## src/rtl/card_cmd_pkg.sv

```systemverilog
package card_cmd_pkg;
  typedef enum logic [1:0] {ST_IDLE, ST_ISSUE, ST_COLLECT} seq_state_t;

  localparam int STAT_W       = 16;
  localparam int STAT_TOUT    = 1;
  localparam int STAT_RSPDONE = 13;
  localparam int CMD_FLAG_BIT = 6;

  localparam logic [1:0] SEL_INDEX = 2'd0;
  localparam logic [1:0] SEL_ARGHI = 2'd1;
  localparam logic [1:0] SEL_ARGLO = 2'd2;
  localparam logic [1:0] SEL_RESP  = 2'd3;

  // minimum byte count per response type
  function automatic int unsigned min_bytes(input logic [1:0] t);
    case (t)
      2'd0:    return 0;
      2'd2:    return 16;
      default: return 4;
    endcase
  endfunction
endpackage

```

## src/rtl/card_cmd_regs.sv

```systemverilog
module card_cmd_regs #(
  parameter int IDX_W  = 6,
  parameter int HALF_W = 16
) (
  input  logic                clk,
  input  logic                rst_n,
  input  logic                wr_en,
  input  logic [1:0]          wr_sel,
  input  logic [HALF_W-1:0]   wr_data,
  output logic [IDX_W-1:0]    idx,
  output logic [2*HALF_W-1:0] arg
);
  import card_cmd_pkg::*;

  logic [IDX_W-1:0]    idx_d;
  logic [HALF_W-1:0]   hi_q, hi_d, lo_q, lo_d;
  logic                idx_en, hi_en, lo_en;

  assign idx_en = wr_en && (wr_sel == SEL_INDEX);
  assign hi_en  = wr_en && (wr_sel == SEL_ARGHI);
  assign lo_en  = wr_en && (wr_sel == SEL_ARGLO);

  always_comb begin
    idx_d = wr_data[IDX_W-1:0];
    hi_d  = wr_data;
    lo_d  = wr_data;
  end

  always_ff @(posedge clk or negedge rst_n) begin
    if (!rst_n) begin
      idx  <= '0;
      hi_q <= '0;
      lo_q <= '0;
    end else begin
      if (idx_en) idx  <= idx_d;
      if (hi_en)  hi_q <= hi_d;
      if (lo_en)  lo_q <= lo_d;
    end
  end

  assign arg = {hi_q, lo_q};
endmodule

```

## src/rtl/card_resp_store.sv

```systemverilog
module card_resp_store #(
  parameter int WORDS = 9,
  localparam int NBYTES = 2 * WORDS,
  localparam int CW = $clog2(NBYTES + 1),
  localparam int PW = $clog2(WORDS + 1)
) (
  input  logic          clk,
  input  logic          rst_n,
  input  logic          clear,
  input  logic          cap_en,
  input  logic [7:0]    cap_byte,
  input  logic          rewind,
  input  logic          pop,
  output logic [CW-1:0] count,
  output logic [15:0]   rd_word
);
  logic [CW-1:0] cnt_d;
  logic [PW-1:0] rptr_q, rptr_d;
  logic [15:0]   words [WORDS];

  always_comb begin
    cnt_d = count;
    if (clear) cnt_d = '0;
    else if (cap_en && (count < CW'(NBYTES))) cnt_d = count + 1'b1;
  end

  always_comb begin
    rptr_d = rptr_q;
    if (rewind) rptr_d = '0;
    else if (pop && (rptr_q < PW'(WORDS))) rptr_d = rptr_q + 1'b1;
  end

  always_ff @(posedge clk or negedge rst_n) begin
    if (!rst_n) begin
      count  <= '0;
      rptr_q <= '0;
    end else begin
      count  <= cnt_d;
      rptr_q <= rptr_d;
    end
  end

  for (genvar w = 0; w < WORDS; w++) begin : g_word
    for (genvar b = 0; b < 2; b++) begin : g_byte
      logic       en;
      logic [7:0] nxt;
      assign en = clear || (cap_en && (count == CW'(2 * w + b)));
      always_comb nxt = clear ? 8'h00 : cap_byte;
      always_ff @(posedge clk or negedge rst_n) begin
        if (!rst_n)  words[w][8*b +: 8] <= 8'h00;
        else if (en) words[w][8*b +: 8] <= nxt;
      end
    end
  end

  always_comb begin
    rd_word = '0;
    for (int w = 0; w < WORDS; w++)
      if (rptr_q == PW'(w)) rd_word = words[w];
  end
endmodule

```

## src/rtl/card_cmd_seq.sv

```systemverilog
module card_cmd_seq #(
  parameter int CW = 5
) (
  input  logic          clk,
  input  logic          rst_n,
  input  logic          start,
  input  logic [1:0]    rtype,
  input  logic          data_en,
  input  logic          cmd_ready,
  input  logic          rsp_valid,
  input  logic          rsp_end,
  input  logic [CW-1:0] count,
  output logic          busy,
  output logic          cmd_valid,
  output logic          clear,
  output logic          cap_en,
  output logic          rewind,
  output logic          end_cmd,
  output logic          data_start,
  output logic          stat_tout,
  output logic          stat_done
);
  import card_cmd_pkg::*;

  seq_state_t st_q, st_d;
  logic [1:0] rt_q;
  logic       den_q;
  logic       launch, finish, ok;
  logic [CW:0] total;
  logic       end_d, ds_d, tout_d, done_d;

  assign launch    = (st_q == ST_IDLE) && start;
  assign busy      = (st_q != ST_IDLE);
  assign cmd_valid = (st_q == ST_ISSUE);
  assign cap_en    = (st_q == ST_COLLECT) && rsp_valid;
  assign total     = {1'b0, count} + (CW+1)'(rsp_valid);

  always_comb begin
    st_d   = st_q;
    finish = 1'b0;
    ok     = 1'b0;
    case (st_q)
      ST_IDLE:    if (start) st_d = ST_ISSUE;
      ST_ISSUE:   if (cmd_ready) begin
                    if (rt_q == 2'd0) begin
                      st_d = ST_IDLE; finish = 1'b1; ok = 1'b1;
                    end else st_d = ST_COLLECT;
                  end
      ST_COLLECT: if (rsp_end) begin
                    st_d   = ST_IDLE;
                    finish = 1'b1;
                    ok     = (32'(total) >= min_bytes(rt_q));
                  end
      default:    st_d = ST_IDLE;
    endcase
  end

  assign clear  = launch;
  assign rewind = finish && ok;

  always_comb begin
    end_d  = finish;
    ds_d   = finish && ok && den_q;
    tout_d = launch ? 1'b0 : (finish && !ok) ? 1'b1 : stat_tout;
    done_d = launch ? 1'b0 : (finish && ok)  ? 1'b1 : stat_done;
  end

  always_ff @(posedge clk or negedge rst_n) begin
    if (!rst_n) begin
      st_q       <= ST_IDLE;
      rt_q       <= '0;
      den_q      <= 1'b0;
      end_cmd    <= 1'b0;
      data_start <= 1'b0;
      stat_tout  <= 1'b0;
      stat_done  <= 1'b0;
    end else begin
      st_q       <= st_d;
      end_cmd    <= end_d;
      data_start <= ds_d;
      stat_tout  <= tout_d;
      stat_done  <= done_d;
      if (launch) begin
        rt_q  <= rtype;
        den_q <= data_en;
      end
    end
  end
endmodule

```

## src/rtl/card_cmd_capture.sv

```systemverilog
module card_cmd_capture #(
  parameter int IDX_W  = 6,
  parameter int HALF_W = 16,
  parameter int WORDS  = 9
) (
  input  logic                clk,
  input  logic                rst_n,
  input  logic                wr_en,
  input  logic [1:0]          wr_sel,
  input  logic [HALF_W-1:0]   wr_data,
  input  logic                rd_en,
  input  logic [1:0]          rd_sel,
  output logic [HALF_W-1:0]   rd_data,
  input  logic                start,
  input  logic [1:0]          rtype,
  input  logic                data_en,
  output logic                cmd_valid,
  input  logic                cmd_ready,
  output logic [IDX_W-1:0]    cmd_index,
  output logic [2*HALF_W-1:0] cmd_arg,
  input  logic                rsp_valid,
  input  logic [7:0]          rsp_byte,
  input  logic                rsp_end,
  output logic                busy,
  output logic                end_cmd,
  output logic                data_start,
  output logic [15:0]         status
);
  import card_cmd_pkg::*;

  localparam int CW = $clog2(2 * WORDS + 1);

  logic          clear, cap_en, rewind, pop, s_tout, s_done;
  logic [CW-1:0] count;
  logic [15:0]   rd_word;

  assign pop = rd_en && (rd_sel == SEL_RESP);

  card_cmd_regs #(.IDX_W(IDX_W), .HALF_W(HALF_W)) u_regs (
    .clk, .rst_n, .wr_en, .wr_sel, .wr_data, .idx(cmd_index), .arg(cmd_arg)
  );

  card_resp_store #(.WORDS(WORDS)) u_store (
    .clk, .rst_n, .clear, .cap_en, .cap_byte(rsp_byte), .rewind, .pop,
    .count, .rd_word
  );

  card_cmd_seq #(.CW(CW)) u_seq (
    .clk, .rst_n, .start, .rtype, .data_en, .cmd_ready, .rsp_valid, .rsp_end,
    .count, .busy, .cmd_valid, .clear, .cap_en, .rewind, .end_cmd,
    .data_start, .stat_tout(s_tout), .stat_done(s_done)
  );

  always_comb begin
    status               = '0;
    status[STAT_TOUT]    = s_tout;
    status[STAT_RSPDONE] = s_done;
  end

  always_comb begin
    case (rd_sel)
      SEL_INDEX: begin
        rd_data = HALF_W'(cmd_index);
        rd_data[CMD_FLAG_BIT] = 1'b1;
      end
      SEL_ARGHI: rd_data = cmd_arg[2*HALF_W-1:HALF_W];
      SEL_ARGLO: rd_data = cmd_arg[HALF_W-1:0];
      default:   rd_data = HALF_W'(rd_word);
    endcase
  end
endmodule

```

## config.mk

```make
export PLATFORM = sky130hd
export DESIGN_NAME = card_cmd_capture
export DESIGN_NICKNAME = d
export VERILOG_FILES = /design/src/rtl/card_cmd_pkg.sv /design/src/rtl/card_cmd_regs.sv /design/src/rtl/card_resp_store.sv /design/src/rtl/card_cmd_seq.sv /design/src/rtl/card_cmd_capture.sv
export SDC_FILE = /design/constraint.sdc
export NUM_CORES = 1
export LEC_CHECK = 0
export BUFFER_PORTS_ARGS = -buffer_cell sky130_fd_sc_hd__buf_2
export CORE_MARGIN = 1
export CORE_UTILIZATION = 54
export DETAILED_ROUTE_END_ITERATION = 8
export PLACE_DENSITY = 0.84
export SETUP_SLACK_MARGIN = 0.3
export SYNTH_ARGS = -nofsm -noshare
export SYNTH_HDL_FRONTEND = slang
export SYNTH_SLANG_ARGS = --single-unit
```

## constraint.sdc

```tcl
create_clock -name clk -period 2.7 [get_ports clk]
set_clock_uncertainty 0.1 [all_clocks]
set_input_delay 0.81 -clock clk [delete_from_list [all_inputs] [get_ports clk]]
set_output_delay 0.81 -clock clk [all_outputs]
set_load 0.1 [all_outputs]
```

# Word level (Yosys, flattened, before mapping)
# Cells that the tools add are included.
[word_totals]
elab_cells = 165
output_inout_bits = 74
regBits = 200
[classes]
n_eq_ne = 36
reduce_logical = 60
magnitude_cmp = 3
mux = 33
n_addsub = 3
[op_table]
columns = ["op", "count"]
rows = [
  ["two-way mux 16 bit", 9],
  ["two-way mux 32 bit", 2],
  ["one-hot mux 16 bit (3 select lines)", 1],
  ["equality test 5 x 4 -> 1 bit, second input constant", 8],
  [">= comparator 6 x 32 -> 1 bit", 1],
  ["logical AND 1 bit", 29],
  ["equality test 5 x 3 -> 1 bit, second input constant", 4],
  ["logical OR 1 bit", 18],
  ["equality test 4 x 3 -> 1 bit, second input constant", 4],
  ["equality test 2 bit, second input constant", 5],
  ["equality test 5 x 2 -> 1 bit, second input constant", 2],
  ["equality test 5 bit, second input constant", 2],
  ["two-way mux 5 bit", 2],
  ["one-hot mux 5 bit (2 select lines)", 1],
  ["nonzero test 2 bit", 5],
  ["equality test 4 x 2 -> 1 bit, second input constant", 2],
  ["zero test 2 bit", 4],
  ["two-way mux 1 bit", 8],
  ["two-way mux 2 bit", 4],
  ["two-way mux 4 bit", 2],
  ["two-way mux 8 bit", 1],
  ["adder 5 x 1 -> 6 bit", 1],
  ["equality test 2 x 1 -> 1 bit, second input constant", 3],
  ["one-hot mux 2 bit (3 select lines)", 1],
  ["14 further kinds", 16],
]

# Longest topological paths before layout
[depth]
ltp_word = 11
depth_mapped = 9

# Hierarchy
# Synthesis repeated with hierarchy kept, for this count alone.
[unflattened]
hier_cells = 1081
hier_area_um2 = 10854.2
[modules_own_cells]
columns = ["module", "area_each_um2", "seq_area_each_um2", "cells_per_inst", "n_inst"]
rows = [
  ["card_resp_store", 8191.6, 3828.7, 894, 1],
  ["card_cmd_regs", 1465.2, 950.9, 81, 1],
  ["card_cmd_seq", 621.8, 225.2, 55, 1],
  ["card_cmd_capture", 575.6, 0.0, 51, 1],
]

# Worst setup path before layout
# OpenSTA, ideal clock, no wires.
[synth_timing]
path_type = "register -> output"
startpoint = "register u_store.rptr_q[0]"
endpoint = "output port rd_data[11]"
arrival_time_ps = 4526
path_stages_with_launch = 10
required_ps = 1790
slack_ps = -2736
cell_sequence = "dfrtp_1 inv_1 ha_1 clkbuf_1 buf_2 buf_2 nand2_1 a21oi_1 a21oi_1 o41ai_1"
[synth_between]
elab_chain_len = 11
elab_cells_between_ends = 19
cone_classes = "8 x eq/ne; 10 x mux; 1 x reduce/logical"
[synth_lines]
columns = ["item", "line_no", "source"]
rows = [
  ["start, declared", "card_resp_store.sv:18", "logic [PW-1:0] rptr_q, rptr_d;"],
  ["start signal, assigned", "card_resp_store.sv:39", "rptr_q <= rptr_d;"],
  ["zero test 4 bit", "card_resp_store.sv:59", "if (rptr_q == PW'(w)) rd_word = words[w];"],
  ["two-way mux 16 bit (8 in series)", "card_resp_store.sv:59", ""],
  ["two-way mux 16 bit (*)", "card_resp_store.sv:59", ""],
  ["one-hot mux 16 bit (3 select lines) (*)", "card_cmd_capture.sv:61", "case (rd_sel)"],
  ["end, declared", "card_cmd_capture.sv:13", "output logic [HALF_W-1:0] rd_data,"],
]
# Mark *: on every way between the ends. The rest lies on a longest branch, timed or not.

# Worst setup path in the final report
[layout_timing]
startpoint = "register u_store.rptr_q[1]"
endpoint = "output port rd_data[5]"
# Same word-level chain as after synthesis.

==> run_results.csv <==
group,metric,value,unit
drt,antenna_left,0,
die,coreArea,18900,sq um
synthesis,seq_area_frac_synth,0.475,
sta,tightest_slew,780,ps
run_status,violations,"DRC, setup timing",
synthesis,synth.most_common_cell,"dfrtp_1",
synthesis,synth.top_cell.area_share,0.475,
global_route,antenna_found_initial,4,
worst_setup_path,cp.required,1790,ps
worst_setup_path,crit_path_frequent_cell,"buf_12",
synthesis,yosys.area.top_type,"dfrtp_1",
synthesis,ys_ff_latch,200,
place,post-place-ws,-371,ps
die,dieArea,20100,sq um
synthesis,ys_warn_count,0,
final_layout,utilization,0.723,
worst_setup_path,critical_path_class,"flip-flop to primary output",
drt,route.detailed.drc,1,
final_layout,n_antenna_cell,0,
global_route,grt_start_max_net_pins,53,
clock_tree,cts_tree,"done",
place,port_buffers,98,
hold_path,min_path_type,"input pin to async pin",
place,hpwl,21600,microns
synthesis,synthXorXnorAreaFrac,0.00582,
sta,hold_viol,0,
power,powerDensity,947,nW/um^2
sta,final-setup-viol-count,16,
synthesis,yosys.cell_types.count,53,
clock_tree,cts_sinks,200,
worst_setup_path,start_kind,"flip-flop",
worst_setup_path,slowest_delay,480,ps
worst_setup_path,arrival,2750,ps
synthesis,synthArstFlopShare,1.00,
synthesis,synthTopCellsByArea,"dfrtp_1, a21oi_1, o21ai_0, nand2_1, mux2_2",
clock_tree,postCtsHoldBufs,0,
drt,firstDrtPassIters,9,
clock_tree,cts_buffer_depth,2,
die,io_pins,113,
final_layout,drive_gt1_frac,0.312,
run,drv_cap,0,
final_layout,area_delta_synth_final,29.8,%
worst_setup_path,crit_fanout,14,
synthesis,synthMuxAreaShare,0.0786,
power,power.total,12.9,mW
synthesis,synth_compound_area_frac,0.198,
global_route,grt_pass1_vias,10557,
worst_setup_path,crit_family,"simple AND/OR/NAND/NOR gates",
sta,grt_setup_unrepaired,"yes",
clock_tree,cts_max_level,4,
sta,fmax,0.273,GHz
clock_tree,clk_pin_slew_worst_paths,90,ps
synthesis,synth-edff-count,0,
synthesis,ys_top_cells_by_count,"dfrtp_1, a21oi_1, nand2_1",
synthesis,synth_top_family_by_area,"compound AO/OA/AOI/OAI gates",
global_route,grt_remaining_overflow,0,
synthesis,synth_fa_ha_area_frac,0.0202,
sta,min_period_over_period,1.36,
clock_tree,clk-insertion-delay-late,460,ps
synthesis,netlist_instances,1163,
drt,viasPerCell,6.91,
final_layout,layout.nets,1349,
power,leakagePower,5.71,nW
die,placementRows,50,
worst_setup_path,critPathBufInv,3,
synthesis,yosys.area_share.simple,0.165,
sta,max_slew_margin,0.475,
sta,fin_crit,3660,ps
drt,vias,10816,
drt,first_iter_violations,1808,
clock_tree,cts_buffers,17,
die,start_util,0.558,
drt,wl_per_cell,25.7,microns
global_route,grt_usage,0.382,
worst_setup_path,cp_cell_sequence,"buf_4 -> ha_4 -> buf_12 -> and4bb_2 -> and2_1 -> nor4_4 -> o21ai_4 -> buf_12",
worst_setup_path,worst_setup_path_end_kind,"primary output",
synthesis,synth_flop_cell,"dfrtp_1",
synthesis,netlist_area,10500,sq um
drt,wl,40200,microns
global_route,grt_pass1_wl,58000,microns
die,die_h,142,microns
synthesis,avgSynthCellArea,9.06,sq um
place,gp_congestion,0.893,
worst_setup_path,crit_path_top_delay_cell,"and4bb_2",
sta,fin_ws,-960,ps
run_status,status,"finished, violations left",
die,die_w,142,microns
power,worst_ir_drop_vdd,0.645,mV
clock_tree,cts_root_buf,"clkbuf_16",
sta,slew_violations,0,
[state kept, by name, summed over array words and instances, names as in the netlist, 2 cells and up]
| name | flops |
|---|---|
| u_store.words | 144 |
| u_regs.hi_q | 16 |
| u_regs.lo_q | 16 |
| u_regs.idx | 6 |
| u_store.count | 5 |
| u_store.rptr_q | 4 |
| u_seq.rt_q | 2 |
| u_seq.st_q | 2 |
[per-stage QoR]
stage	area (sq um)	std cells	hold WS (ps)	TNS [ps]
3_3_place_gp	12500	1525	352	-4640
2_1_floorplan	11100	1176	339	-6420
5_1_grt	13700	1566	235	-14300
3_5_place_dp	12500	1525	388	-6110
6_report	13700	1566	210	-13270
4_1_cts	13500	1563	228	-10970
[worst paths after layout]
| path | start | to | slack, ps | cells after the start |
|---|---|---|---|---|
| min reg2reg | u_store.words[58]$_DFFE_PN0P_ | u_store.words[58]$_DFFE_PN0P_ | 450 | 2 |
| max reg2reg | u_store.count[3]$_DFFE_PN0P_ | u_store.words[93]$_DFFE_PN0P_ | 280 | 4 |
| min in group clk | u_store.words[58]$_DFFE_PN0P_ | u_store.words[58]$_DFFE_PN0P_ | 450 | 2 |
| max in group asynchronous | rst_n | u_store.count[0]$_DFFE_PN0P_ | 1640 | 2 |
| max | u_store.rptr_q[1]$_DFFE_PN0P_ | rd_data[5] | -960 | 8 |
| min | rst_n | u_regs.hi_q[8]$_DFFE_PN0P_ | 210 | 1 |
[power by group]
group	internal, mW	switching [mW]	total, mW	leakage (nW)
clock network	1.23	1.27	2.50	0.265
logic	2.27	4.67	6.94	2.76
registers	3.24	0.256	3.50	2.69
[metal layers]
metal | global-route usage | part of all wire
met5 | 0 | 0.0029
met4 | 0.254 | 0.083
met3 | 0.146 | 0.14
met2 | 0.609 | 0.45
met1 | 0.427 | 0.33
[cells by family (layout without fill, tap and decap cells)]
family,Yosys count,count (layout)
other cells,1,14
compound gates,377,377
simple gates,348,348
flops,200,200
buf+inv,135,265
xor+xnor,7,7
fa+ha+maj,17,17
mux,78,78
[timing repair]
item,in CTS,in global routing
hold endpoints to repair,0,0
endpoints found under the setup margin,23,82
buffers inserted,6,3
resized for setup,55,48
pin swaps,9,11
[cell type report]
cell class                 count  area [sq um]
clock buffer                  19           443
clock inverter                13           111
fill                        1092          5230
inverter                      16          62.6
multi-input combinational    841          5890
sequential                   200          5010
tap                          260           325
timing repair buffer         217          1830
[cells in the final DEF (no fill, tap or decap), types with 4 or more instances in the layout]
cell type and n:
nor2b_1 23, a211oi_1 9, a21oi_1 152, buf_4 103, o21ai_0 126, and2_1 15, a222oi_1 10, nand3b_1 32
a21oi_4 11, buf_2 78, conb_1 14, inv_6 5, nand2_1 150, mux2_2 38, clkbuf_16 18, nor4_4 13
o21ai_1 7, a211oi_4 6, dfrtp_2 4, nand3_1 20, buf_12 28, xnor2_1 5, a21oi_2 7, buf_6 4
ha_4 4, a221oi_1 4, nand2b_1 5, dfrtp_1 196, nor2_1 50, nand4b_1 4, nor2_2 10, inv_1 12
o21ai_4 14, a211oi_2 15, mux2i_1 36, ha_1 11
Note: power is estimated with default switching activity, not from simulation.
